<file path="config.mk">
export PLATFORM = sky130hd
export DESIGN_NAME = mode_timer
export DESIGN_NICKNAME = d
export VERILOG_FILES = /design/src/rtl/mt_pkg.sv /design/src/rtl/mt_ctrl.sv /design/src/rtl/mt_cmpreg.sv /design/src/rtl/mt_count.sv /design/src/rtl/mt_outp.sv /design/src/rtl/mode_timer.sv
export SDC_FILE = /design/constraint.sdc
export NUM_CORES = 1
export LEC_CHECK = 0
export BUFFER_PORTS_ARGS = -buffer_cell sky130_fd_sc_hd__buf_2
export CORE_MARGIN = 5
export CORE_UTILIZATION = 45
export CTS_BUF_LIST = sky130_fd_sc_hd__clkbuf_8
export CTS_CLUSTER_SIZE = 30
export DETAILED_ROUTE_END_ITERATION = 16
export GPL_ROUTABILITY_DRIVEN = 0
export GPL_TIMING_DRIVEN = 0
export HOLD_SLACK_MARGIN = 0.1
export PLACE_DENSITY = 0.8
export SLEW_MARGIN = 20
export SYNTH_ARGS = -nofsm -noshare
export SYNTH_HDL_FRONTEND = slang
export SYNTH_SLANG_ARGS = --single-unit
export TNS_END_PERCENT = 50
</file>
<file path="constraint.sdc">
create_clock -name clk -period 1.81 [get_ports clk]
set_clock_uncertainty 0.1 [all_clocks]
set_input_delay 0.362 -clock clk [delete_from_list [all_inputs] [get_ports clk]]
set_output_delay 0.362 -clock clk [all_outputs]
set_load 0.02 [all_outputs]
</file>
<file path="src/rtl/mt_pkg.sv">
package mt_pkg;

    typedef enum logic [1:0] {
        MODE_STOP  = 2'b00,
        MODE_FREE  = 2'b01,
        MODE_EDGE  = 2'b10,
        MODE_MATCH = 2'b11
    } mode_e;

    localparam logic [1:0] SEL_CTRL = 2'd0;
    localparam logic [1:0] SEL_CMPA = 2'd1;
    localparam logic [1:0] SEL_CMPB = 2'd2;

    localparam int NUM_CMP = 2;

endpackage

</file>
<file path="src/rtl/mt_ctrl.sv">
module mt_ctrl
    import mt_pkg::*;
(
    input  logic       clk,
    input  logic       rst_n,
    input  logic       wr_ctrl,
    input  logic [3:0] wdata,
    input  logic       ovf_set,
    output mode_e      mode,
    output logic       edge_tog,
    output logic       ovf
);

    typedef struct packed {
        mode_e mode;
        logic  edge_tog;
        logic  ovf;
    } ctrl_s;

    ctrl_s ctrl_d, ctrl_q;
    logic  mode_wr_ok;

    always_comb begin
        ctrl_d     = ctrl_q;
        mode_wr_ok = (ctrl_q.mode == MODE_STOP) || (wdata[3:1] == 3'b000);
        if (wr_ctrl) begin
            if (mode_wr_ok) begin
                ctrl_d.mode     = mode_e'(wdata[3:2]);
                ctrl_d.edge_tog = wdata[1];
            end
            ctrl_d.ovf = wdata[0];
        end
        if (ovf_set) begin
            ctrl_d.ovf = 1'b1;
        end
    end

    always_ff @(posedge clk or negedge rst_n) begin
        if (!rst_n) begin
            ctrl_q <= '{mode: MODE_STOP, edge_tog: 1'b0, ovf: 1'b0};
        end else begin
            ctrl_q <= ctrl_d;
        end
    end

    assign mode     = ctrl_q.mode;
    assign edge_tog = ctrl_q.edge_tog;
    assign ovf      = ctrl_q.ovf;


    mode_lock_chk: assert property (@(posedge clk) disable iff (!rst_n)
        (wr_ctrl && ctrl_q.mode != MODE_STOP && wdata[3:1] != 3'b000)
        |=> (ctrl_q.mode == $past(ctrl_q.mode) && ctrl_q.edge_tog == $past(ctrl_q.edge_tog)));


    ovf_sticky_chk: assert property (@(posedge clk) disable iff (!rst_n)
        (ctrl_q.ovf && !wr_ctrl) |=> ctrl_q.ovf);


    ovf_set_chk: assert property (@(posedge clk) disable iff (!rst_n)
        ovf_set |=> ctrl_q.ovf);

endmodule

</file>
<file path="src/rtl/mt_cmpreg.sv">
module mt_cmpreg
    import mt_pkg::*;
#(
    parameter int W = 16,
    parameter int N = NUM_CMP
) (
    input  logic                clk,
    input  logic                rst_n,
    input  logic                wr_en,
    input  logic [1:0]          wr_sel,
    input  logic [W-1:0]        wdata,
    output logic [N-1:0][W-1:0] cmp
);

    logic [N-1:0][W-1:0] cmp_d, cmp_q;

    for (genvar g = 0; g < N; g++) begin : g_cmp
        localparam logic [1:0] MY_SEL = SEL_CMPA + 2'(g);

        always_comb begin
            cmp_d[g] = cmp_q[g];
            if (wr_en && wr_sel == MY_SEL) begin
                cmp_d[g] = wdata;
            end
        end

        always_ff @(posedge clk or negedge rst_n) begin
            if (!rst_n) begin
                cmp_q[g] <= '0;
            end else begin
                cmp_q[g] <= cmp_d[g];
            end
        end


        cmp_hold_chk: assert property (@(posedge clk) disable iff (!rst_n)
            !(wr_en && wr_sel == MY_SEL) |=> $stable(cmp_q[g]));
    end

    assign cmp = cmp_q;

endmodule

</file>
<file path="src/rtl/mt_count.sv">
module mt_count
    import mt_pkg::*;
#(
    parameter int W = 16
) (
    input  logic         clk,
    input  logic         rst_n,
    input  logic         cnt_en,
    input  logic         ext_edge,
    input  mode_e        mode,
    input  logic [W-1:0] cmp_a,
    input  logic [W-1:0] cmp_b,
    output logic [W-1:0] count,
    output logic         match_a,
    output logic         match_b,
    output logic         ovf_set
);

    localparam logic [W-1:0] ALL_ONES = {W{1'b1}};

    typedef struct packed {
        logic [W-1:0] cnt;
    } cnt_s;

    cnt_s cnt_d, cnt_q;
    logic running, tick, edge_clr, at_top;

    always_comb begin
        running  = (mode != MODE_STOP);
        tick     = running && cnt_en;
        edge_clr = (mode == MODE_EDGE) && ext_edge;
        at_top   = (cnt_q.cnt == ALL_ONES);
        match_a  = tick && (cnt_q.cnt == cmp_a);
        match_b  = tick && (cnt_q.cnt == cmp_b);
        ovf_set  = tick && at_top && !edge_clr;

        cnt_d = cnt_q;
        if (!running) begin
            cnt_d.cnt = '0;
        end else if (edge_clr) begin
            cnt_d.cnt = '0;
        end else if (tick) begin
            if (mode == MODE_MATCH && match_a) begin
                cnt_d.cnt = '0;
            end else begin
                cnt_d.cnt = cnt_q.cnt + 1'b1;
            end
        end
    end

    always_ff @(posedge clk or negedge rst_n) begin
        if (!rst_n) begin
            cnt_q <= '0;
        end else begin
            cnt_q <= cnt_d;
        end
    end

    assign count = cnt_q.cnt;


    stop_zero_chk: assert property (@(posedge clk) disable iff (!rst_n)
        (mode == MODE_STOP) |=> (cnt_q.cnt == '0));


    count_inc_chk: assert property (@(posedge clk) disable iff (!rst_n)
        (tick && !edge_clr && !(mode == MODE_MATCH && match_a))
        |=> (cnt_q.cnt == W'($past(cnt_q.cnt) + 1'b1)));


    count_hold_chk: assert property (@(posedge clk) disable iff (!rst_n)
        (running && !cnt_en && !edge_clr) |=> $stable(cnt_q.cnt));


    edge_clear_chk: assert property (@(posedge clk) disable iff (!rst_n)
        edge_clr |=> (cnt_q.cnt == '0));

endmodule

</file>
<file path="src/rtl/mt_outp.sv">
module mt_outp (
    input  logic clk,
    input  logic rst_n,
    input  logic running,
    input  logic match_a,
    input  logic match_b,
    input  logic ext_edge,
    input  logic edge_tog,
    output logic tout,
    output logic irq
);

    typedef struct packed {
        logic tout;
        logic irq;
    } out_s;

    out_s out_d, out_q;
    logic any_match, edge_evt, toggle;

    always_comb begin
        any_match = match_a || match_b;
        edge_evt  = running && ext_edge && edge_tog;
        toggle    = any_match || edge_evt;
        out_d.irq  = any_match;
        out_d.tout = out_q.tout ^ toggle;
    end

    always_ff @(posedge clk or negedge rst_n) begin
        if (!rst_n) begin
            out_q <= '0;
        end else begin
            out_q <= out_d;
        end
    end

    assign tout = out_q.tout;
    assign irq  = out_q.irq;


    tout_quiet_chk: assert property (@(posedge clk) disable iff (!rst_n)
        !toggle |=> $stable(out_q.tout));


    tout_flip_chk: assert property (@(posedge clk) disable iff (!rst_n)
        toggle |=> (out_q.tout != $past(out_q.tout)));

endmodule

</file>
<file path="src/rtl/mode_timer.sv">
module mode_timer
    import mt_pkg::*;
#(
    parameter int W = 16
) (
    input  logic         clk,
    input  logic         rst_n,
    input  logic         cnt_en,
    input  logic         ext_edge,
    input  logic         wr_en,
    input  logic [1:0]   wr_sel,
    input  logic [W-1:0] wr_data,
    output logic [7:0]   ctrl_rd,
    output logic [W-1:0] count,
    output logic         tout,
    output logic         irq
);

    mode_e                     mode;
    logic                      edge_tog, ovf, ovf_set;
    logic                      match_a, match_b, running, wr_ctrl;
    logic [NUM_CMP-1:0][W-1:0] cmp;

    assign wr_ctrl = wr_en && (wr_sel == SEL_CTRL);
    assign running = (mode != MODE_STOP);

    mt_ctrl u_ctrl (
        .clk      (clk),
        .rst_n    (rst_n),
        .wr_ctrl  (wr_ctrl),
        .wdata    (wr_data[3:0]),
        .ovf_set  (ovf_set),
        .mode     (mode),
        .edge_tog (edge_tog),
        .ovf      (ovf)
    );

    mt_cmpreg #(.W(W), .N(NUM_CMP)) u_cmp (
        .clk    (clk),
        .rst_n  (rst_n),
        .wr_en  (wr_en),
        .wr_sel (wr_sel),
        .wdata  (wr_data),
        .cmp    (cmp)
    );

    mt_count #(.W(W)) u_count (
        .clk      (clk),
        .rst_n    (rst_n),
        .cnt_en   (cnt_en),
        .ext_edge (ext_edge),
        .mode     (mode),
        .cmp_a    (cmp[0]),
        .cmp_b    (cmp[1]),
        .count    (count),
        .match_a  (match_a),
        .match_b  (match_b),
        .ovf_set  (ovf_set)
    );

    mt_outp u_outp (
        .clk      (clk),
        .rst_n    (rst_n),
        .running  (running),
        .match_a  (match_a),
        .match_b  (match_b),
        .ext_edge (ext_edge),
        .edge_tog (edge_tog),
        .tout     (tout),
        .irq      (irq)
    );

    assign ctrl_rd = {4'b0000, mode, edge_tog, ovf};


    irq_source_chk: assert property (@(posedge clk) disable iff (!rst_n)
        (match_a || match_b) |=> irq);


    irq_only_match_chk: assert property (@(posedge clk) disable iff (!rst_n)
        !(match_a || match_b) |=> !irq);


    stop_quiet_chk: assert property (@(posedge clk) disable iff (!rst_n)
        !running |=> (!irq && $stable(tout)));


    upper_zero_chk: assert property (@(posedge clk) disable iff (!rst_n)
        ctrl_rd[7:4] == 4'b0000);

endmodule

</file>
=== Word level (Yosys, flattened, before mapping) ===
Index checks and enable logic that the tools add are counted.

* Register bits after elaboration: 54
* Bits of input ports: 23
* Word-level logic and storage cells: 46

* $add $sub $neg: 1
* Equality and inequality tests: 8
* Multiplexer cells: 6
* Bitwise logic cells: 1
* Reduce and logical (&&, ||, !) cells: 22

{| class="wikitable"
|+ Operators with widths
! operator !! count
|-
| 16-bit two-way mux || 4
|-
| 16-bit equality test || 2
|-
| 16-bit by 1-bit adder with 16-bit output (second input constant) || 1
|-
| 16-bit equality test (second input constant) || 1
|-
| 1-bit logical AND || 12
|-
| 2-bit equality test (second input constant) || 3
|-
| 2-bit logical NOT || 2
|-
| 2-bit nonzero test || 2
|-
| 3-bit logical NOT || 1
|-
| 1-bit logical OR || 3
|-
| 3-bit != test (second input constant) || 1
|-
| 2-bit by 1-bit equality test with 1-bit output (second input constant) || 1
|-
| 1-bit two-way mux || 2
|-
| 2-bit AND reduction || 1
|-
| 1-bit logical NOT || 1
|-
| 1-bit bitwise XOR || 1
|}

=== Logic depth before layout (Yosys ltp) ===
* Depth in word-level cells: 8
* Mapped depth: 7
* Mapped depth without buffers: 6

=== Cells and area by module ===
Synthesis repeated with hierarchy kept, for this count alone.

* Cells, all modules: 272
* Area total of the unflattened synthesis: 3091.7 um^2

{| class="wikitable"
|+ By module, submodules not included
! module !! times used !! cells an instance !! area an instance (um^2) !! sequential area each (um^2)
|-
| mt_count || 1 || 171 || 1423.9 || 400.4
|-
| mt_cmpreg || 1 || 68 || 1298.7 || 800.8
|-
| mt_ctrl || 1 || 19 || 221.5 || 100.1
|-
| mt_outp || 1 || 5 || 80.1 || 50.0
|-
| mode_timer || 1 || 9 || 67.6 || 0.0
|}

=== Least setup slack after synthesis ===
OpenSTA, ideal clock, no wires.

* Path kind: reg-to-reg
* Start: register u_count.cnt_q, in the netlist u_count.count[0]
* End: register u_count.cnt_q, in the netlist u_count.count[7]
* Library setup time: 0.119 ns
* Arrival: 1.796 ns
* Data required time: 1.591 ns
* Slack: -0.205 ns
* Stages on the path, launching flop included: 8
* Path buffers: 2
* Path through: dfrtp_1 clkbuf_1 xor2_1 nor3_1 nand4_2 o31ai_4 buf_6 nor2_1

* Word-level cells in the longest chain between the ends: 7

{| class="wikitable"
|+ Ends and longest elaborated chain
! what !! line !! RTL
|-
| from (decl) || mt_count.sv:25 || <nowiki>cnt_s cnt_d, cnt_q;</nowiki>
|-
| from (signal assigned) || mt_count.sv:55 || <nowiki>cnt_q <= cnt_d;</nowiki>
|-
| parallel branches: the longest is 3 deep, another holds 16-bit by 1-bit adder with 16-bit output || -- ||
|-
| 16-bit two-way mux (*) || mt_count.sv:43 || <nowiki>if (mode == MODE_MATCH && match_a) begin</nowiki>
|-
| 16-bit two-way mux (*) || mt_count.sv:42 || <nowiki>end else if (tick) begin</nowiki>
|-
| 16-bit two-way mux (*) || mt_count.sv:40 || <nowiki>end else if (edge_clr) begin</nowiki>
|-
| 16-bit two-way mux (*) || mt_count.sv:38 || <nowiki>if (!running) begin</nowiki>
|}

Mark *: on every way between the ends. The select of a mux whose other input is x is not followed.
A chain may end at the register's enable or synchronous reset.

=== Worst setup path after layout ===
* Start: register u_count.cnt_q, in the netlist u_count.count[5]
* End: register u_count.cnt_q, in the netlist u_count.count[3]

* Word-level cells in the longest chain between the ends: 7

{| class="wikitable"
|+ Ends and longest elaborated chain
! what !! line !! RTL
|-
| 16-bit equality test || mt_count.sv:33 || <nowiki>match_a = tick && (cnt_q.cnt == cmp_a);</nowiki>
|-
| 1-bit logical AND || mt_count.sv:33 ||
|-
| 1-bit logical AND || mt_count.sv:43 ||
|-
| 16-bit two-way mux || mt_count.sv:43 ||
|-
| 16-bit two-way mux || mt_count.sv:42 ||
|-
| 16-bit two-way mux || mt_count.sv:40 ||
|-
| 16-bit two-way mux || mt_count.sv:38 ||
|}

No other way between the ends. The select of a mux whose other input is x is not followed.

==> impl_metrics.csv <==
group,metric,value,unit
run_status,failed_checks,"setup timing",
worst_setup_path,max_stage_delay,0.47,ns
power,leakage,0.001651,µW
timing,slew_violations,0,
worst_setup_path,worstSetupStartpointType,"flop",
drt,wl,6.776,mm
floorplanning,rows,29,
drt,wire_per_inst,16.65,µm
final_layout,layout-drive-gt1-share,46.67,%
synth,synth.top_cells.by_count,"dfrtp_1 (54), xor2_1 (36), mux2_2 (32), nor2_1 (31)",
synth,synth_area,2839,µm²
synth,synth_edf_count,0,
synth,synth_top_area_cell,"dfrtp_1",
grt,grt_pass1_vias,2249,
floorplanning,initial_core_util,45.49,%
floorplanning,core_area,6241,µm²
synth,avgSynthCellArea,11.05,µm²
place,detailed_place_hpwl,4.804,mm
synth,synthCells,257,
grt,grt_overflow,0,
timing,tightest_slew,0.6857,ns
place,place_area,3211,µm²
final_layout,nNetsFinal,353,
worst_setup_path,crit_chain,"xor2_2, nor4_2, nand4_2, o31ai_4, buf_6, nor2_1",
worst_setup_path,cp.required,1.92,ns
timing,slew_headroom,54.29,%
drt,viasPerCell,5.302,
cts,cts_buffers,5,
final_layout,fin_area,3553,µm²
drt,drt_iter0_drc,121,
worst_hold_path,hold_path.class,"input port to flop",
worst_setup_path,slowest_stage,"dfrtp_2",
worst_setup_path,worst_setup_path_end_kind,"flop",
drt,firstDrtPassIters,4,
drt,vias,2158,
worst_setup_path,crit_type,"flop to flop",
grt,antenna_found_initial,0,
run_status,status,"complete, but fails checks",
floorplanning,die_h,89.43,µm
floorplanning,ios,49,
grt,grt_usage,18.26,%
timing,setup_ws,-0.1755,ns
synth,yosysWarnings,0,
final_layout,antenna_cells,0,
synth,synthMostInstantiatedCell,"dfrtp_1",
timing,tns,-2.796,ns
worst_setup_path,worst-path-buf-inv,1,
power,total_power,3666,µW
synth,async_flop_share,100.0,%
flow_run,maxCapViolations,0,
synth,netlist.area_leader.share,47.60,%
timing,fin_crit,1.986,ns
floorplanning,dieArea,7998,µm²
drt,ant_nets,0,
synth,synth-main-ff-cell,"dfrtp_1",
timing,max_freq,0.5036,GHz
timing,finalHoldViolCount,0,
drt,drc_errors,0,
grt,grt_max_degree,55,
timing,rsz0062_at_grt,"true",
cts,root_buffer,"clkbuf_8",
synth,synth_seq_cells,54,
timing,holdWs,0.1868,ns
cts,ctsHtreeMaxLevel,2,
grt,grt_pass1_wl,10.96,mm
synth,ys_types,41,
cts,clkSinkCount,54,
power,p_per_area,1032,nW/µm²
timing,setup_viol_count_final,18,
cts,ctsLongestPathBuffers,2,
cts,clkSlewWorstSetupHoldPaths,0.10,ns
place,portBuffers,43,
worst_setup_path,cp_max_fo,6,
cts,insertion_delay,0.31,ns
worst_setup_path,cp.arrival,2.09,ns
cts,cts_tree,"yes",
power,ir_worst_vdd,776.9,µV
worst_setup_path,critPathTopFamily,"simple AND/OR/NAND/NOR gates",
timing,fin_crit_sh,109.7,%
final_layout,syn_to_final_growth,25.17,%
synth,synth_area_leaders,"dfrtp_1 (48%), mux2_2 (13%), xor2_1 (11%)",
synth,ys_seq_area_share,47.60,%
floorplanning,die_x,89.43,µm
## final timing paths
check                                  from          endpoint  slack [ns]  cells past startpoint
setup / recovery           u_count.count[5]  u_count.count[3]       -0.18                      6
hold / removal                  wr_data[14]     u_cmp.cmp[14]        0.19                      2
setup reg to reg           u_count.count[5]  u_count.count[3]       -0.18                      6
hold reg to reg                  u_ctrl.ovf        u_ctrl.ovf        0.42                      2
max in group asynchronous             rst_n  u_count.count[3]        0.59                      2
min in group asynchronous             rst_n     u_cmp.cmp[13]        0.52                      2
## cells in the final DEF (no fill, tap or decap), types with 3 or more instances in the layout
cell type / instances
nor3_1: 4
buf_2: 42
nor4_1: 6
dfrtp_1: 41
nand4_1: 4
nor2_1: 26
xor2_2: 4
mux2_2: 32
nand3b_1: 3
dfrtp_2: 13
inv_1: 6
buf_4: 30
buf_6: 3
nand3_1: 4
nor2_2: 4
nand2_1: 11
xor2_1: 31
xnor2_1: 11
o21ai_0: 4
clkbuf_8: 6
or4_1: 3
conb_1: 4
## worst register-to-register path, delay by kind of cell, from the launching register on
| family | cells | cell delay, ns |
|---|---|---|
| compound gates | 1 | 0.41 |
| buf+inv | 1 | 0.19 |
| flops | 1 | 0.47 |
| simple gates | 3 | 0.54 |
| xor+xnor | 1 | 0.17 |
## metal layers
layer  track usage (%)  vias up  routed length, µm
met5                 0        -                  0
met4             5.548        0                126
met3             3.502       14                396
met2             30.21       56               3428
met1             24.37     1073               2825
li1                  -     1015                  -
## sequential cells by signal, indices dropped and copies added, names as in the netlist
| register | flops |
|---|---|
| u_count.count | 16 |
| u_ctrl.edge_tog | 1 |
| u_ctrl.ovf | 1 |
| u_outp.irq | 1 |
| u_outp.tout | 1 |
| u_cmp.cmp | 32 |
| u_ctrl.mode | 2 |
## kinds of logic after synthesis
| kind of cell | count (synthesis) | synth area share, % |
|---|---|---|
| and+or+nand+nor | 82 | 15.56 |
| DFF | 54 | 47.60 |
| xor gates and xnor gates | 47 | 14.50 |
| AOI/OAI and AO/OA | 15 | 3.967 |
| buffers and inverters | 23 | 4.407 |
| adders and majority gates | 1 | 0.4407 |
| muxes | 34 | 13.40 |
| other | 1 | 0.1321 |
## final cells by class
cell class / instances / area, µm²
Buffer: 12 / 92.59
Clock buffer: 5 / 68.82
Clock inverter: 3 / 18.77
Fill cell: 544 / 2688
Inverter: 6 / 22.52
Multi-Input combinational cell: 183 / 1479
Sequential cell: 54 / 1368
Tap cell: 77 / 96.34
Timing Repair Buffer: 67 / 407.9
## power by group
group	switching [µW]	internal [µW]	total, µW
registers	218	1430	1650
logic	713	630	1340
clock network	398	273	671
total	1330	2340	3670
## stage by stage
step           utilization, %  instances  worst slack, ns
2_1_floorplan               -        260         -0.09926
3_3_place_gp            51.40        380          -0.3122
3_5_place_dp            51.44        380          -0.4080
4_1_cts                 56.09        403          -0.1129
5_1_grt                 56.94        407          -0.2376
6_report                56.94        407          -0.1755
## what timing repair did
action                                  4_1_cts  5_1_grt
resized for setup                            23        7
cloned                                        1        0
setup buffers                                18        4
endpoints found under the hold margin        54        0
endpoints found under the setup margin       18       19
hold buffers                                  1        0
pin swaps                                    16        5
(Power assumes the default switching activity.)
